--- config.mk ---
export PLATFORM = sky130hd
export DESIGN_NAME = skp_opr2_eval
export DESIGN_NICKNAME = d
export VERILOG_FILES = /design/src/rtl/skp_pkg.sv /design/src/rtl/skp_decode.sv /design/src/rtl/skp_cond.sv /design/src/rtl/skp_pc_inc.sv /design/src/rtl/skp_opr2_eval.sv
export SDC_FILE = /design/constraint.sdc
export NUM_CORES = 1
export LEC_CHECK = 0
export ABC_AREA = 1
export BUFFER_PORTS_ARGS = -buffer_cell sky130_fd_sc_hd__clkbuf_2
export CORE_ASPECT_RATIO = 0.75
export CORE_UTILIZATION = 45
export DETAILED_ROUTE_END_ITERATION = 8
export PLACE_DENSITY = 0.78
export SLEW_MARGIN = 30
export SYNTH_ARGS = -nofsm -noshare
export SYNTH_HDL_FRONTEND = slang
export SYNTH_SLANG_ARGS = --single-unit
--- constraint.sdc ---
create_clock -name clk -period 1.23 [get_ports clk]
set_input_delay 0.123 -clock clk [delete_from_list [all_inputs] [get_ports clk]]
set_output_delay 0.123 -clock clk [all_outputs]
set_load 0.02 [all_outputs]
--- src/rtl/skp_pkg.sv ---
// Package: shared types for the skip-class operate evaluator.
// Assumes a 12-bit instruction format with fixed bit positions.
package skp_pkg;
    // Decoded control fields of one instruction word
    typedef struct packed {
        logic mine;       // word is in the skip class
        logic sense_inv;  // inverted (AND-of-negations) sense
        logic t_sign;     // test accumulator sign bit
        logic t_zero;     // test accumulator equal to zero
        logic t_link;     // test link
        logic clr;        // clear accumulator
        logic osr;        // unsupported switch-OR
        logic hlt;        // halt request
    } skp_ctl_t;
endpackage

--- src/rtl/skp_decode.sv ---
// Module: skp_decode
// Splits an instruction word into skip-class control fields.
// Assumes the 12-bit word layout; bit positions are fixed by the format.
module skp_decode
    import skp_pkg::*;
#(
    parameter int WORD_W = 12
) (
    input  logic [WORD_W-1:0] word_i,
    output skp_ctl_t          ctl_o
);
    localparam int OPC_LSB = WORD_W - 3;
    localparam int GRP_BIT = WORD_W - 4;
    localparam logic [2:0] OPC_OPR = 3'b111;

    // Decode class membership and per-bit controls
    always_comb begin
        ctl_o.mine      = (word_i[WORD_W-1:OPC_LSB] == OPC_OPR) && word_i[GRP_BIT] && !word_i[0];
        ctl_o.clr       = word_i[7];
        ctl_o.t_sign    = word_i[6];
        ctl_o.t_zero    = word_i[5];
        ctl_o.t_link    = word_i[4];
        ctl_o.sense_inv = word_i[3];
        ctl_o.osr       = word_i[2];
        ctl_o.hlt       = word_i[1];
    end
endmodule

--- src/rtl/skp_cond.sv ---
// Module: skp_cond
// Evaluates the enabled tests on the pre-clear accumulator and link.
// Applies the sense bit to form the skip decision.
// Assumes the two's complement sign is the top accumulator bit.
module skp_cond
    import skp_pkg::*;
#(
    parameter int DATA_W = 12
) (
    input  skp_ctl_t          ctl_i,
    input  logic [DATA_W-1:0] acc_i,
    input  logic              link_i,
    output logic              skip_o
);
    localparam int NTEST = 3;
    logic [NTEST-1:0] en;
    logic [NTEST-1:0] cond;
    logic [NTEST-1:0] hit;
    logic             any_hit;

    // Gather test enables and raw conditions
    always_comb begin
        en   = {ctl_i.t_sign, ctl_i.t_zero, ctl_i.t_link};
        cond = {acc_i[DATA_W-1], (acc_i == '0), link_i};
    end

    // Per-test hit, one gate per test
    for (genvar g = 0; g < NTEST; g++) begin : g_hit
        assign hit[g] = en[g] & cond[g];
    end

    // Combine hits with the selected sense
    always_comb begin
        any_hit = |hit;
        skip_o  = ctl_i.sense_inv ? !any_hit : any_hit;
    end
endmodule

--- src/rtl/skp_pc_inc.sv ---
// Module: skp_pc_inc
// Advances a PC offset by one, wrapping inside its field.
// The field is not touched here.
module skp_pc_inc #(
    parameter int OFF_W = 12
) (
    input  logic [OFF_W-1:0] off_i,
    output logic [OFF_W-1:0] off_o
);
    // Modulo increment, carry out of the offset is dropped
    always_comb off_o = off_i + OFF_W'(1);
endmodule

--- src/rtl/skp_opr2_eval.sv ---
// Module: skp_opr2_eval (top)
// Executes skip-class operate words and registers the results.
// Assumes valid_i qualifies all inputs. Non-class words pass through.
module skp_opr2_eval
    import skp_pkg::*;
#(
    parameter int DATA_W  = 12,
    parameter int FIELD_W = 3
) (
    input  logic               clk,
    input  logic               rst_n,
    input  logic               valid_i,
    input  logic [DATA_W-1:0]  instr_i,
    input  logic [DATA_W-1:0]  acc_i,
    input  logic               link_i,
    input  logic [FIELD_W-1:0] pc_field_i,
    input  logic [DATA_W-1:0]  pc_off_i,
    output logic               valid_o,
    output logic               skip_o,
    output logic [FIELD_W-1:0] pc_field_o,
    output logic [DATA_W-1:0]  pc_off_o,
    output logic [DATA_W-1:0]  acc_o,
    output logic               halt_o,
    output logic               err_o,
    output logic               not_mine_o
);
    skp_ctl_t          ctl;
    logic              cond_skip;
    logic [DATA_W-1:0] off_inc;
    logic              act;
    logic              n_skip, n_halt, n_err, n_nm;
    logic [DATA_W-1:0] n_off, n_acc;

    skp_decode #(.WORD_W(DATA_W)) u_dec (
        .word_i (instr_i),
        .ctl_o  (ctl)
    );

    skp_cond #(.DATA_W(DATA_W)) u_cond (
        .ctl_i  (ctl),
        .acc_i  (acc_i),
        .link_i (link_i),
        .skip_o (cond_skip)
    );

    skp_pc_inc #(.OFF_W(DATA_W)) u_inc (
        .off_i (pc_off_i),
        .off_o (off_inc)
    );

    // Next-state effects; an unsupported word or a foreign word has no effect
    always_comb begin
        act    = valid_i && ctl.mine && !ctl.osr;
        n_nm   = valid_i && !ctl.mine;
        n_err  = valid_i && ctl.mine && ctl.osr;
        n_skip = act && cond_skip;
        n_halt = act && ctl.hlt;
        n_off  = n_skip ? off_inc : pc_off_i;
        n_acc  = (act && ctl.clr) ? '0 : acc_i;
    end

    // Output register stage with synchronous active-low reset
    always_ff @(posedge clk) begin
        if (!rst_n) begin
            valid_o    <= 1'b0;
            skip_o     <= 1'b0;
            halt_o     <= 1'b0;
            err_o      <= 1'b0;
            not_mine_o <= 1'b0;
            pc_field_o <= '0;
            pc_off_o   <= '0;
            acc_o      <= '0;
        end else begin
            valid_o    <= valid_i;
            skip_o     <= n_skip;
            halt_o     <= n_halt;
            err_o      <= n_err;
            not_mine_o <= n_nm;
            pc_field_o <= pc_field_i;
            pc_off_o   <= n_off;
            acc_o      <= n_acc;
        end
    end
endmodule

# Yosys cells after proc, flatten, opt, wreduce, memory -nomap -nowiden
# Cells that the tools add are included.
# W data, S select, Z words.
[word_totals]
regBits = 32
input_bits = 43
out_inout_bits = 32
word_cells = 32
[op_classes]
add_sub_neg = 1
eq_ne = 1
n_mux = 2
bitwise_logic = 4
reduce_logical = 16
[op_table]
columns = ["operator", "count"]
rows = [
  ["$add A12 B1 Y12 const B", 1],
  ["$logic_not A12 Y1", 1],
  ["$mux W12", 1],
  ["$logic_and A1 B1 Y1", 9],
  ["$logic_not A1 Y1", 4],
  ["$and A1 B1 Y1", 3],
  ["$eq A3 B3 Y1 const B", 1],
  ["$reduce_or A3 Y1", 1],
  ["$reduce_or A2 Y1", 1],
  ["$mux W1", 1],
  ["$not A1 Y1", 1],
]

# Logic depth before layout (Yosys ltp)
[logic_depth]
ltp_word = 7
depth_mapped = 11
ltp_nobuf = 11

# Hierarchy
# Synthesis repeated with hierarchy kept, for this count alone.
[hier_totals]
hier_cells = 244
hier_area_um2 = 1612.8
[modules_own_cells]
columns = ["mod", "n_inst", "cells_per_inst", "area_per_inst_um2", "seq_area_each_um2"]
rows = [
  ["skp_opr2_eval", 1, 166, 1203.7, 640.6],
  ["skp_pc_inc", 1, 45, 245.2, 0.0],
  ["skp_cond", 1, 22, 87.6, 0.0],
  ["skp_decode", 1, 11, 76.3, 0.0],
]

# Worst setup path after synthesis
# No wires, ideal clock.
[synth_timing]
kind = "in2reg"
from = "input acc_i[3]"
to = "register pc_off_o[4]"
setup_time_ns = 0.113
t_arrival_ns = 0.865
required_time_ns = 1.117
slack_ns = 0.252
cell_stages = 10
path_buffers = 0
path_cell_list = "nor2_1 -> nand2_1 -> nor2_1 -> nand2_2 -> nand2_4 -> nand2_2 -> nand2_4 -> nand2_1 -> nor2_1 -> nor2_1"
[synth_via]
elab_chain_cells = 7
[synth_rtl]
columns = ["element", "line_no", "source"]
rows = [
  ["start: declaration", "skp_opr2_eval.sv:14", "input logic [DATA_W-1:0] acc_i,"],
  ["$logic_not A12 Y1 (*)", "skp_cond.sv:24", "cond = {acc_i[DATA_W-1], (acc_i == '0), link_i};"],
  ["$and A1 B1 Y1 (*)", "skp_cond.sv:29", "assign hit[g] = en[g] & cond[g];"],
  ["$reduce_or A3 Y1 (*)", "skp_cond.sv:34", "any_hit = |hit;"],
  ["$logic_not A1 Y1", "skp_cond.sv:35", "skip_o = ctl_i.sense_inv ? !any_hit : any_hit;"],
  ["$mux W1 (*)", "skp_cond.sv:35", ""],
  ["$logic_and A1 B1 Y1 (*)", "skp_opr2_eval.sv:56", "n_skip = act && cond_skip;"],
  ["$mux W12 (*)", "skp_opr2_eval.sv:58", "n_off = n_skip ? off_inc : pc_off_i;"],
  ["end signal: assignment", "skp_opr2_eval.sv:80", "pc_off_o <= n_off;"],
  ["end: declaration", "skp_opr2_eval.sv:21", "output logic [DATA_W-1:0] pc_off_o,"],
]
# Mark *: on every way between the ends. The rest lies on a longest branch, timed or not.
# A chain may end at the register's enable or synchronous reset.

# Worst setup path after layout
[layout_timing]
from = "input acc_i[11]"
to = "register pc_off_o[4]"
[layout_via]
elab_chain_cells = 7
elab_cells_between_ends = 8
classes_between = "mux (2); bitwise (2); reduce/logical (4)"
[layout_rtl]
columns = ["element", "line_no"]
rows = [
  ["$logic_not A12 Y1", "skp_cond.sv:24"],
  ["$and A1 B1 Y1", "skp_cond.sv:29"],
  ["$reduce_or A3 Y1 (*)", "skp_cond.sv:34"],
  ["$logic_not A1 Y1", "skp_cond.sv:35"],
  ["$mux W1 (*)", "skp_cond.sv:35"],
  ["$logic_and A1 B1 Y1 (*)", "skp_opr2_eval.sv:56"],
  ["$mux W12 (*)", "skp_opr2_eval.sv:58"],
]
# Marked as above.

==> flow_summary.toml <==
[status]
run_status = "completed"

[floorplanning]
fp.coreArea_sq_um = 3288
io_pins = 75
initial_core_util_pct = 47.37
number_of_rows_in_the_core_area = 18
die_area_sq_um = 3703
fp.dieH_um = 52.96
die_width_um = 69.94

[critical_path]
crit_start = "acc_i[11]"
timing.critical_path.required_ns = 1.41
timing.setup.critical_path_class = "in2reg"
startpoint_type = "input port"
timing.critical_path.to_type = "register"
critPathCapture = "pc_off_o[4]"
critPathArrivalTime_ns = 1.11
timing.critical_path.fanout_max = 7

[flow_run]
max-cap-violations = 0

[timing]
finalHoldViolCount = 0
max_slew_margin_pct = 88.41
grt_setup_unrepaired = "no"
max_freq_mhz = 1072
max_slew.worst_pin.slew_ns = 0.1725
final_min_period_over_clock_period_pct = 75.84
finalSetupViolCount = 0
total_negative_slack_ns = 0
final.setup.worst_slack_ns = 0.2972
timing.final.crit_period_ns = 0.9328
final-max-slew-violation-count = 0

[detailed_routing]
routed_wirelength_mm = 3.399
route.detailed.vias_per_inst = 4.501
initialDrtViolationCount = 105
wl_per_cell_um = 9.795
drt-pass1-iter-count = 4
antenna_violating_nets_post_route = 0
vias = 1562
drc_errors = 0

[layout]
final_core_util_pct = 63.58
flow.area_growth_from_synthesis_pct = 34.22
final_net_count = 350
antenna_cells = 0
post_route_cells_drive_above_1_share_pct = 37.46

[clocking]
cts_made_buffers = 5
cts_tree = "yes"
clkSinkCount = 32
root_buffer = "clkbuf_8"
postCtsHoldBufs = 0
cts.reportedPaths.clkPinSlew_ns = 0.07
cts_max_path_buffers = 2
ctsResizeCount = 0
cts_htree_levels = 2
postCtsSetupRepairBufs = 0

[placed_design]
routabilityCongestion = 0.9209
port_buffers = 74
dpl.hpwl_mm = 2.741
dp_slack_ns = 0.03521

[yosys]
synth.avg_cell_area_sq_um = 6.954
synth.yosys.warnings = 0
combined_area_of_all_synthesized_cells_sq_um = 1558
post_synth_xor_area_fraction_pct = 0
syn_nets = 268
syn_inst = 224
synth-simple-area-share_pct = 46.18
yosys-mux-area-fraction_pct = 0
postSynthRegisterBits = 32
area_fraction_in_compound_gates_after_synthesis_pct = 0
synthAdderAreaFrac_pct = 0.8032
dominant_combinational_cell_family_by_area_after_synthesis = "simple AND/OR/NAND/NOR gates"
synth_cell_types = 19
sequential_cell_area_fraction_in_the_yosys_report_pct = 41.12

[pwr]
p_per_area_nw_per_um2 = 1116
cellLeakagePower_nw = 1.203
max-vdd-ir-drop_uv = 851.6

[global_routing]
gr-total-overflow = 0
global_route_wire_length_before_repair_mm = 5.871
gr-usage-all-layers_pct = 20.42
grt_pass1_vias = 1434
grt_antenna_before_repair = 0
grt_start_max_net_pins = 17

[worst_hold_path]
min_path_type = "in2reg"
layer usage:
metal	global-route usage, %	vias up	part of all wire, %
li1	-	827	-
met1	26.11	670	48
met2	32.69	57	44
met3	6.095	8	6.8
met4	8.000	0	1.3
met5	0	-	0
report_power, final:
group,total [mW],internal [mW],switching [mW]
clock,0.829,0.454,0.375
sequential,1.10,1.09,0.0124
combinational,0.404,0.152,0.252
total,2.33,1.69,0.639
Yosys cell counts (all sizes together):
| library cell | number | share of area [%] |
|---|---|---|
| ha | 1 | 0.80 |
| dfxtp | 32 | 41 |
| nand3 | 20 | 11 |
| buf | 3 | 1.5 |
| nor3 | 4 | 1.3 |
| nor2 | 58 | 16 |
| and3 | 1 | 0.40 |
| nand4 | 2 | 0.80 |
| inv | 43 | 10 |
| nand2 | 60 | 17 |
worst max-delay path, cell delays in order:
cell and delay (ns):
clkbuf_2 0.10, nor2_1 0.10, nand2_1 0.06, nor2_2 0.12, nand2_2 0.11, nand2_4 0.10, nand2_2 0.06, nand2_4 0.10
nand2_1 0.09, nor2_1 0.11, nor2_1 0.05
state kept, by name, summed over array words and instances, names as in the netlist:
name	count
acc_o	12
err_o	1
halt_o	1
not_mine_o	1
pc_field_o	3
pc_off_o	12
skip_o	1
valid_o	1
cell type report:
| cell class | count | area (sq um) |
|---|---|---|
| fill | 325 | 1197 |
| multi-input combinational | 146 | 732.0 |
| sequential | 32 | 640.6 |
| timing repair buffer | 78 | 412.9 |
| inverter | 43 | 161.4 |
| clock buffer | 7 | 86.33 |
| tap | 40 | 50.05 |
| clock inverter | 1 | 7.507 |
layout by cell type, fill, tap and decap left out, types with 4 or more instances in the layout:
cell type,instances
clkbuf_2,74
clkbuf_8,6
dfxtp_1,32
inv_1,40
nand2_1,53
nand2_4,4
nand3_1,11
nand3_2,6
nor2_1,47
nor2_2,10
nor3_1,4
cell families (layout without fill, tap and decap cells):
kind of cell  Yosys count  in the layout
simple gates          145            145
fa+ha+maj               1              1
flops                  32             32
buf+inv                46            129
metrics by stage:
stage | total power, mW | hold slack, ns | std cells | area [sq um]
finish | 2.333 | 0.01826 | 347 | 2091
global route | 2.462 | 0.01562 | 347 | 2091
CTS | 2.355 | 0.01624 | 347 | 2091
detailed placement | 1.528 | 0.3097 | 339 | 1997
global placement | 1.521 | 0.3037 | 339 | 1997
floorplan | 1.352 | 0.2206 | 224 | 1558
worst min-delay path by stage:
stage                              from            end  slack (ns)  cells past startpoint
final                     pc_field_i[0]  pc_field_o[0]        0.02                      3
after global routing      pc_field_i[0]  pc_field_o[0]        0.02                      3
after CTS                 pc_field_i[0]  pc_field_o[0]        0.02                      3
after detailed placement  pc_field_i[0]  pc_field_o[0]        0.31                      3
after global placement    pc_field_i[0]  pc_field_o[0]        0.30                      3
after floorplan           pc_field_i[0]  pc_field_o[0]        0.22                      2
(Power assumes the default switching activity.)
